[src/rtl/nic_cmd_pkg.sv]
package nic_cmd_pkg;
    localparam int REG_W     = 8;
    localparam int BIT_RST   = 4;
    localparam int BIT_RXEN  = 3;
    localparam int BIT_TXEN  = 2;
    localparam int BIT_EMPTY = 0;
    localparam int ENG_TX    = 0;
    localparam int ENG_RX    = 1;
    localparam int NUM_ENG   = 2;
    localparam int NUM_ACK   = 3;

    typedef enum logic [1:0] {
        SEQ_IDLE  = 2'd0,
        SEQ_PULSE = 2'd1,
        SEQ_WAIT  = 2'd2
    } seq_state_e;
endpackage

[src/rtl/nic_cmd_rst_seq.sv]
module nic_cmd_rst_seq
    import nic_cmd_pkg::*;
#(
    parameter int TIMEOUT = 64,
    parameter int ACKS    = NUM_ACK
) (
    input  logic            clk,
    input  logic            rst_n,
    input  logic            req,
    input  logic [ACKS-1:0] ack,
    output logic            active,
    output logic            reinit
);
    localparam int TW = $clog2(TIMEOUT + 1);
    localparam logic [TW-1:0] T_LAST = TW'(TIMEOUT - 1);

    typedef struct packed {
        seq_state_e      state;
        logic [ACKS-1:0] seen;
        logic [TW-1:0]   timer;
    } seq_t;

    seq_t q, d;
    logic [ACKS-1:0] seen_now;

    assign seen_now = q.seen | ack;

    always_comb begin
        d = q;
        case (q.state)
            SEQ_IDLE: begin
                if (req) begin
                    d.state = SEQ_PULSE;
                    d.seen  = '0;
                    d.timer = '0;
                end
            end
            SEQ_PULSE: begin
                d.seen  = seen_now;
                d.state = SEQ_WAIT;
            end
            SEQ_WAIT: begin
                d.seen = seen_now;
                if (&seen_now || q.timer == T_LAST) begin
                    d.state = SEQ_IDLE;
                end else begin
                    d.timer = q.timer + 1'b1;
                end
            end
            default: d.state = SEQ_IDLE;
        endcase
    end

    always_ff @(posedge clk or negedge rst_n) begin
        if (!rst_n) begin
            q <= '{state: SEQ_IDLE, seen: '0, timer: '0};
        end else begin
            q <= d;
        end
    end

    assign active = (q.state != SEQ_IDLE);
    assign reinit = (q.state == SEQ_PULSE);
endmodule

[src/rtl/nic_cmd_eng_gate.sv]
module nic_cmd_eng_gate (
    input  logic clk,
    input  logic rst_n,
    input  logic wr_set,
    input  logic wr_clr,
    input  logic block,
    input  logic busy,
    output logic start
);
    typedef struct packed {
        logic pend;
        logic start;
    } gate_t;

    gate_t q, d;

    always_comb begin
        d       = q;
        d.start = 1'b0;
        if (block) begin
            d.pend = 1'b0;
        end else begin
            if (q.pend && !busy) begin
                d.start = 1'b1;
                d.pend  = 1'b0;
            end
            if (wr_set) begin
                d.pend = 1'b1;
            end else if (wr_clr) begin
                d.pend = 1'b0;
            end
        end
    end

    always_ff @(posedge clk or negedge rst_n) begin
        if (!rst_n) begin
            q <= '{pend: 1'b0, start: 1'b0};
        end else begin
            q <= d;
        end
    end

    assign start = q.start;
endmodule

[src/rtl/nic_cmd_readback.sv]
module nic_cmd_readback
    import nic_cmd_pkg::*;
(
    input  logic               rst_busy,
    input  logic [NUM_ENG-1:0] eng_busy,
    input  logic               ring_empty,
    output logic [REG_W-1:0]   value
);
    always_comb begin
        value            = '0;
        value[BIT_RST]   = rst_busy;
        value[BIT_RXEN]  = eng_busy[ENG_RX];
        value[BIT_TXEN]  = eng_busy[ENG_TX];
        value[BIT_EMPTY] = ring_empty;
    end
endmodule

[src/rtl/nic_cmd_unit.sv]
module nic_cmd_unit
    import nic_cmd_pkg::*;
#(
    parameter int TIMEOUT = 64
) (
    input  logic       clk,
    input  logic       rst_n,
    input  logic       wr_en,
    input  logic [7:0] wr_data,
    output logic [7:0] rd_data,
    input  logic       tx_busy,
    input  logic       rx_busy,
    input  logic       rx_ring_empty,
    input  logic       tx_done,
    input  logic       rx_done,
    input  logic       fifo_done,
    output logic       tx_start,
    output logic       rx_start,
    output logic       tx_halt,
    output logic       rx_halt,
    output logic       reinit_pulse
);
    logic               rst_req;
    logic               seq_active;
    logic               seq_reinit;
    logic               gate_block;
    logic [NUM_ENG-1:0] eng_busy;
    logic [NUM_ENG-1:0] eng_start;
    logic               unused_wr_bits;

    assign unused_wr_bits = ^{wr_data[7:5], wr_data[1:0]};

    assign rst_req    = wr_en && wr_data[BIT_RST];
    assign gate_block = seq_active || rst_req;
    assign eng_busy   = {rx_busy, tx_busy};

    nic_cmd_rst_seq #(
        .TIMEOUT (TIMEOUT),
        .ACKS    (NUM_ACK)
    ) u_seq (
        .clk    (clk),
        .rst_n  (rst_n),
        .req    (rst_req),
        .ack    ({fifo_done, rx_done, tx_done}),
        .active (seq_active),
        .reinit (seq_reinit)
    );

    for (genvar g = 0; g < NUM_ENG; g++) begin : g_eng
        localparam int EN_BIT = (g == ENG_TX) ? BIT_TXEN : BIT_RXEN;
        nic_cmd_eng_gate u_gate (
            .clk    (clk),
            .rst_n  (rst_n),
            .wr_set (wr_en && wr_data[EN_BIT]),
            .wr_clr (wr_en && !wr_data[EN_BIT]),
            .block  (gate_block),
            .busy   (eng_busy[g]),
            .start  (eng_start[g])
        );
    end

    nic_cmd_readback u_rb (
        .rst_busy   (seq_active),
        .eng_busy   (eng_busy),
        .ring_empty (rx_ring_empty),
        .value      (rd_data)
    );

    assign tx_start     = eng_start[ENG_TX];
    assign rx_start     = eng_start[ENG_RX];
    assign tx_halt      = seq_active;
    assign rx_halt      = seq_active;
    assign reinit_pulse = seq_reinit;
endmodule

[config.mk]
export PLATFORM = sky130hd
export DESIGN_NAME = nic_cmd_unit
export DESIGN_NICKNAME = d
export VERILOG_FILES = /design/src/rtl/nic_cmd_pkg.sv /design/src/rtl/nic_cmd_rst_seq.sv /design/src/rtl/nic_cmd_eng_gate.sv /design/src/rtl/nic_cmd_readback.sv /design/src/rtl/nic_cmd_unit.sv
export SDC_FILE = /design/constraint.sdc
export NUM_CORES = 1
export LEC_CHECK = 0
export BUFFER_PORTS_ARGS = -buffer_cell sky130_fd_sc_hd__clkbuf_2
export CAP_MARGIN = 30
export CORE_UTILIZATION = 45
export DETAILED_ROUTE_END_ITERATION = 16
export GPL_TIMING_DRIVEN = 0
export PLACE_DENSITY = 0.82
export SETUP_SLACK_MARGIN = 0.3
export SYNTH_ARGS = -nofsm -noshare
export SYNTH_HDL_FRONTEND = slang
export SYNTH_SLANG_ARGS = --single-unit
[constraint.sdc]
create_clock -name clk -period 3.7 [get_ports clk]
set_input_delay 1.11 -clock clk [delete_from_list [all_inputs] [get_ports clk]]
set_output_delay 1.11 -clock clk [all_outputs]
set_load 0.02 [all_outputs]
==> results.ini, run 1 <==
[finish]
syn_to_final_growth_pct = 18.5
fin_area_um2 = 1130
antenna_cells = 0
mostFrequentLayoutCells = clkbuf_2, dfrtp_1, nand2_1
nNetsFinal = 149
drive_above_1_share_pct = 32.5
final_common_cell = clkbuf_2
fill_cells = 180

[timing]
drv_slew = 0
hold_viol = 0
tns_ps = 0
fmax_mhz = 386
period_share_pct = 70.0
rsz0062_at_grt = false
fin_crit_ps = 2590
skew_ps = 4.47
finalSetupViolCount = 0

[floorplanning]
rows = 16
die_x_um = 48.0
die_area_um2 = 2310
core_um2 = 1980
start_util_pct = 48.1
die_h_um = 48.0
ios = 30

[min_path]
hp-start = g_eng[1].u_gate.q[1]
hold_class = reg -> reg

[power_and_ir_drop]
powerDensity_nw_per_um2 = 655
p_leak_nw = 0.551
peakVddDrop_mv = 0.555

[logic_synthesis]
yosys_warnings = 0
ys_seq_elements = 16
syn_inst = 100
async_flop_share_pct = 100
syn_area_per_cell_um2 = 9.53
netlist_area_um2 = 953
seq_area_frac_synth_pct = 42.0
synth_ff_type = dfrtp_1
synthDistinctLibCells = 33
synth_edf_count = 0

[critical_path]
r2r_slack_ps = 1990
crit_path_start_kind = flip-flop
critPathSlowestCell = dfrtp_1
path_cells = inv_1, ha_1, inv_1, buf_4, clkbuf_2
crit_path_end_kind = output pin
path_common_cell = inv_1
timing.rr.start = u_seq.q[10]
critPathMaxFanout = 6
cp.required_ps = 2590
arrival_ps = 1480
crit_start = u_seq.q[10]
cp_slowest_stage_delay_ps = 400
worstSetupPathType = reg -> out

[run]
maxCapViolations = 0

[grt]
grt_overflow = 0
grt_pass1_vias = 691
grt_pass1_wl_um = 2900
grt_max_degree = 17
antenna_found_initial = 0
grt_use_total_pct = 18.5

[detailed_routing]
drc = 0
wl_um = 1800
ant_nets = 0
dr_total_vias = 775
vias_per_cell = 5.07
wire_per_inst_um = 11.8
dr.first_iter.drc_count = 12
dr.pass1.iters = 4

[clock_network]
cts_tree = done
h-tree-depth = 1
cts_buffer_depth = 2
clk_transition_reported_paths_ps = 90
clock-sinks = 16
cts_made_buffers = 3
post_cts_buffers = 0
hold_buffers = 0
cts_resized = 0
clk_root_buffer_cell = clkbuf_4
clock_latency_ps = 290

[placement]
routabilityCongestion = 0.779
post-dp-hpwl_um = 1410
dpl_cell_area_um2 = 1090
port-buffer-count = 19

[outcome]
status = complete, no violations

[per-layer routing]
| layer | track usage (%) | routed length (um) |
|---|---|---|
| met3 | 4.53 | 57 |
| met4 | 5.00 | 21 |
| met1 | 23.3 | 828 |
| met2 | 31.6 | 895 |
| met5 | 0 | 0 |
[layout make-up]
class | instances | area [um^2] | share of cell area (%)
multi-input cells | 72 | 473 | 41.9
well taps | 27 | 33.8 | 2.99
repair buffers | 19 | 95.1 | 8.42
plain buffers | 10 | 72.6 | 6.42
flip-flops and latches | 16 | 400 | 35.4
inverters | 5 | 18.8 | 1.66
clock buffers | 4 | 36.3 | 3.21
[Yosys cell counts (2+ instances only)]
master	count	area, um^2
nand3_1	6	30.0
dfrtp_1	16	400
mux2_2	2	22.5
buf_4	9	67.6
nand2_1	10	37.5
ha_1	5	62.6
a31oi_1	2	12.5
o311ai_0	2	17.5
o211ai_1	3	22.5
or3_1	2	12.5
inv_1	5	18.8
a21oi_1	9	45.0
nor2_1	8	30.0
nor3b_1	2	15.0
[worst paths after layout]
check	to	cells after the start
worst max-delay path	rd_data[4]	5
worst min-delay path	g_eng[1].u_gate.start	1
worst max register to register	u_seq.q[4]	5
worst min register to register	g_eng[1].u_gate.start	1
max in group asynchronous	u_seq.q[6]	1
min in group asynchronous	u_seq.q[11]	1
[cells by family (layout without fill, tap and decap cells)]
family / after synthesis / after routing / share of synthesized area, %
muxes: 2 / 2 / 2.36
buffers and inverters: 15 / 38 / 9.58
AOI/OAI and AO/OA: 27 / 27 / 21.0
and+or+nand+nor: 34 / 34 / 18.1
adders and majority gates: 5 / 5 / 6.56
DFF: 16 / 16 / 42.0
other: 1 / 4 / 0.393
[flip-flops by register name (all words and copies together), names as in the netlist]
| name | flops |
|---|---|
| u_seq.q | 12 |
| g_eng.u_gate.q | 2 |
| g_eng.u_gate.start | 2 |
[critical path, delay by kind of cell, from the launching register on]
kind	cells	cell delay, ps
adders and majority gates	1	270
DFF	1	400
buffers and inverters	4	510
[report_power, final]
part | internal (mW) | leakage, nW | total, mW | switching, mW
Clock | 0.0599 | 0.0210 | 0.115 | 0.0548
Sequential | 0.216 | 0.214 | 0.249 | 0.0328
Combinational | 0.153 | 0.317 | 0.376 | 0.224
[through the flow]
step	cells	total power, mW	util, %	hold slack, ps	setup WS, ps
floorplan	103	0.538	-	489	1350
global placement	149	0.618	55.2	513	1120
detailed placement	149	0.629	55.2	532	1110
CTS	153	0.745	57.0	550	1100
global route	153	0.803	57.0	569	1000
finish	153	0.740	57.0	553	1110
Power figures use the tool's default switching activity.
==> inputs of run 2 (changes only) <==
Settings changed: CORE_UTILIZATION 45 to 44, PLACE_DENSITY 0.82 to 0.83.
Clock period 3.7 ns to 2.32 ns, I/O delays scaled along.
==> run 2 against run 1 <==
Compared with the run above: die area rose by 2.2%; non-clock buffer count rose by 1; total power rose by 68%; count of clock-buffer cells in the layout fell by 1; first-iteration DRC count did not move; cell area rose by 1.9%; sequential power rose by 63%; critical path depth did not move; worst hold slack got worse by 230 ps; utilization rose by 0.49 points; flip-flop and latch count did not move; via count rose by 3.9%; critical endpoint is now tx_halt; largest cell class unchanged.
==> results.ini, run 2 (same netlist as run 1, synthesis figures left out) <==
[finish]
fill_cells = 182
drive_above_1_share_pct = 35.7
syn_to_final_growth_pct = 20.7
largest_reg_flops = 12
mostFrequentLayoutCells = clkbuf_2, dfrtp_1, nand2_1, buf_4, a21oi_1
final_common_cell = clkbuf_2
multi_input_area_um2 = 485
nNetsFinal = 150
fin_area_um2 = 1150
instances_no_fill = 153
seqCellArea_um2 = 400
top_register = u_seq.q
antenna_cells = 0

[detailed_routing]
vias_per_cell = 5.26
wire_per_inst_um = 12.8
dr.first_iter.drc_count = 12
dr_total_vias = 805
drc = 0
wl_um = 1970
dr.pass1.iters = 4
ant_nets = 0

[power_and_ir_drop]
power.clock.fraction_pct = 11.5
swShare_pct = 42.4
powerDensity_nw_per_um2 = 1080
peakVddDrop_mv = 0.439
power_frac_seq_pct = 32.7
intPower_uw = 715
power_frac_comb_pct = 55.8
power_switching_uw = 526
p_leak_nw = 0.551

[grt]
grt_pass1_vias = 700
grt_overflow = 0
grt_max_degree = 17
grt_pass1_wl_um = 3020
antenna_found_initial = 0
grt_use_total_pct = 16.4

[critical_path]
arrival_ps = 1250
timing.rr.start = u_seq.q[10]
worstReg2RegEnd = u_seq.q[4]
cp.required_ps = 1620
path_delay_family = flip-flops
crit_start = u_seq.q[10]
path_cells = inv_2, ha_4, inv_4, buf_4, buf_6
critPathMaxFanout = 6
r2r_slack_ps = 550
cp_slowest_stage_delay_ps = 410
crit_path_end_kind = output pin
crit_path_start_kind = flip-flop
worst_r2r_path_depth = 5
critPathSlowestCell = dfrtp_1
crit_buf_inv = 4
worstSetupPathType = reg -> out

[floorplanning]
core_um2 = 2000
die_h_um = 48.6
ios = 30
die_area_um2 = 2360
start_util_pct = 47.6
die_x_um = 48.6
rows = 16

[clock_network]
cts_buffer_depth = 2
cts_made_buffers = 3
clk_transition_reported_paths_ps = 90
h-tree-depth = 1
clock_latency_ps = 280
clk_root_buffer_cell = clkbuf_4
clock-sinks = 16
cts_tree = done
hold_buffers = 0

[timing]
finalSetupViolCount = 0
skew_ps = 3.66
hold_viol = 0
hold_slack_ps = 326
drv_slew = 0
period_share_pct = 84.0
rsz0062_at_grt = false
fin_crit_ps = 1950
tns_ps = 0
fmax_mhz = 513

[outcome]
status = complete, no violations

[placement]
routabilityCongestion = 0.855
dpl_cell_area_um2 = 1090
port-buffer-count = 19
post-dp-hpwl_um = 1460
dp.cells = 149

[run]
maxCapViolations = 0

[min_path]
hold_class = in -> async

run 2: worst register-to-register path, cell delays in order (launching register included):
cell	delay (ps)
dfrtp_1	410
inv_2	100
ha_1	320
inv_1	210
or3_1	390
o311ai_1	240
run 2: worst max-delay path by stage:
stage                  endpoint  slack [ps]  cells past startpoint
global route            tx_halt         310                      5
global placement    u_seq.q[10]         510                      5
floorplan            rd_data[4]         590                      4
finish                  tx_halt         370                      5
detailed placement  u_seq.q[10]         490                      5
CTS                  rd_data[4]         310                      5
run 2: layout make-up:
| type | instances | share of cell area (%) |
|---|---|---|
| plain buffers | 10 | 6.30 |
| clock buffers | 3 | 1.96 |
| inverters | 5 | 1.85 |
| multi-input cells | 72 | 42.2 |
| flip-flops and latches | 16 | 34.8 |
| well taps | 27 | 2.93 |
| repair buffers | 20 | 10.0 |
run 2: timing repair:
action,4_1_cts,5_1_grt
setup buffers,0,1
pin swaps,0,1
setup endpoints to repair,3,2
hold endpoints to repair,0,0
gates resized for setup,4,8
run 2: power by group through the flow:
| stage | Clock (mW) | Sequential [mW] | Combinational (mW) |
|---|---|---|---|
| detailed placement | 0 | 0.406 | 0.603 |
| global placement | 0 | 0.398 | 0.581 |
| finish | 0.143 | 0.405 | 0.693 |
| global route | 0.156 | 0.413 | 0.764 |
| CTS | 0.147 | 0.402 | 0.641 |
| floorplan | 0 | 0.395 | 0.463 |
run 2: metal layers:
metal,global-route usage (%),vias up,wire [um]
li1,-,401,-
met1,20.4,391,856
met2,27.5,13,1050
met3,1.89,0,57
met4,9.31,0,0
met5,0,-,0
run 2: per-stage QoR:
step / utilization (%) / worst slack, ps / total power, mW
detailed placement: 54.6 / 491 / 1.01
finish: 57.5 / 370 / 1.24
global route: 57.5 / 309 / 1.33
global placement: 54.6 / 513 / 0.980
floorplan: - / 594 / 0.858
CTS: 56.4 / 311 / 1.19
==> inputs of run 3 (changes only) <==
Settings changed: CORE_UTILIZATION 44 to 45, PLACE_DENSITY 0.83 to 0.82.
Clock period 2.32 ns to 1.83 ns, I/O delays scaled along.
==> run 3 against run 2 <==
Compared with the run above: first-iteration DRC count rose by 83%; clock power up 74%; register-to-register slack worse by 370 ps; worst hold slack lost 170 ps; critical path depth did not move; critical endpoint unchanged; largest power group unchanged.
==> results.ini, run 3 (same netlist as run 1, synthesis figures left out) <==
[critical_path]
crit_path_end_kind = output pin
crit_buf_inv = 4
path_delay_family = flip-flops
cp.required_ps = 1280
cp_slowest_stage_delay_ps = 410
arrival_ps = 1230
critPathSlowestCell = dfrtp_1
worstSetupPathType = reg -> out
crit_path_start_kind = flip-flop
path_cells = inv_2, ha_4, inv_4, buf_6, buf_8
critPathMaxFanout = 4

[grt]
grt_max_degree = 17
grt_pass1_wl_um = 3390
grt_overflow = 0
antenna_found_initial = 0
grt_use_total_pct = 21.4
grt_pass1_vias = 763

[clock_network]
cts_buffer_depth = 2
h-tree-depth = 1
clock-sinks = 16
cts_tree = done
cts_made_buffers = 3
hold_buffers = 0
clock_latency_ps = 300
clk_root_buffer_cell = clkbuf_4
clk_transition_reported_paths_ps = 100

[timing]
fmax_mhz = 561
drv_slew = 0
tns_ps = 0
fin_crit_ps = 1780
skew_ps = 2.43
finalSetupViolCount = 0
hold_slack_ps = 158
period_share_pct = 97.4
hold_viol = 0
rsz0062_at_grt = true

[detailed_routing]
ant_nets = 0
dr.pass1.iters = 4
drc = 0
dr_total_vias = 956
vias_per_cell = 5.53
dr.first_iter.drc_count = 22
wire_per_inst_um = 15.1
wl_um = 2600

[finish]
final_common_cell = buf_4
top_register = u_seq.q
fin_area_um2 = 1470
mostFrequentLayoutCells = buf_4, dfrtp_1, clkbuf_2
multi_input_area_um2 = 582
fill_cells = 126
seqCellArea_um2 = 400
largest_reg_flops = 12
drive_above_1_share_pct = 52.1
syn_to_final_growth_pct = 53.7
post-route-util_pct = 73.9
antenna_cells = 0
nNetsFinal = 169

[floorplanning]
start_util_pct = 48.1
rows = 16
ios = 30
core_um2 = 1980
die_x_um = 48.0
die_area_um2 = 2310
die_h_um = 48.0

[placement]
dpl_cell_area_um2 = 1100
post-dp-hpwl_um = 1380
routabilityCongestion = 0.757
port-buffer-count = 19

[run]
maxCapViolations = 0

[power_and_ir_drop]
powerDensity_nw_per_um2 = 1560
power_mw = 2.28
p_leak_nw = 0.701
peakVddDrop_mv = 0.999

[outcome]
status = complete, no violations

[min_path]
hold_class = in -> async

[run 3: cell count changes in the layout (fill, tap and decap cells not counted), moves of 3 or more]
cell / delta
ha_1: -3
a21oi_2: +3
buf_4: +15
buf_8: +3
a21oi_1: -3
[run 3: per-layer routing]
metal | part of all wire [%] | wire length [um] | GRT usage [%]
met5 | 0 | 0 | 0
met4 | 2.8 | 74 | 10.6
met3 | 4.1 | 108 | 3.40
met2 | 52 | 1360 | 35.4
met1 | 41 | 1060 | 27.0
[run 3: cell type report]
cell class                 instances  share of cell area [%]
buffer                            10                    6.15
clock buffer                       4                    2.48
inverter                           5                    1.71
multi-input combinational         72                    39.7
sequential                        16                    27.3
tap                               27                    2.31
timing repair buffer              39                    20.3
[run 3: repair_timing]
item / in CTS / in global routing
setup buffers: 10 / 9
resized for setup: 20 / 18
pin swaps: 4 / 12
gates cloned: 0 / 1
setup endpoints to repair: 18 / 17
[run 3: final timing paths]
path	from	endpoint	slack, ps	cells past startpoint
max in group asynchronous	rst_n	u_seq.q[3]	1380	1
min in group clk	rx_busy	g_eng[1].u_gate.start	420	2
worst max register to register	u_seq.q[10]	u_seq.q[4]	180	6
worst min-delay path	rst_n	u_seq.q[9]	160	1
worst min register to register	g_eng[1].u_gate.q[1]	g_eng[1].u_gate.start	540	1
worst max-delay path	u_seq.q[10]	tx_halt	50	5
[run 3: per-stage QoR]
step / worst slack (ps) / instances
final: 46.9 / 173
after global routing: 16.7 / 173
after CTS: 74.8 / 163
after detailed placement: 142 / 149
after global placement: 164 / 149
after floorplan: 310 / 103
[run 3: worst reg2reg max path, cell delays in order (launching register included)]
cell        delay (ps)
dfrtp_1            410
inv_2               90
buf_4              140
ha_4               160
clkinvlp_4         160
or3_1              380
o311ai_1           220
[run 3: power by group]
part	leakage [nW]	internal [mW]	switching, mW	total (mW)
combinational	0.467	0.814	0.716	1.53
sequential	0.214	0.437	0.0681	0.506
clock	0.0210	0.121	0.127	0.249
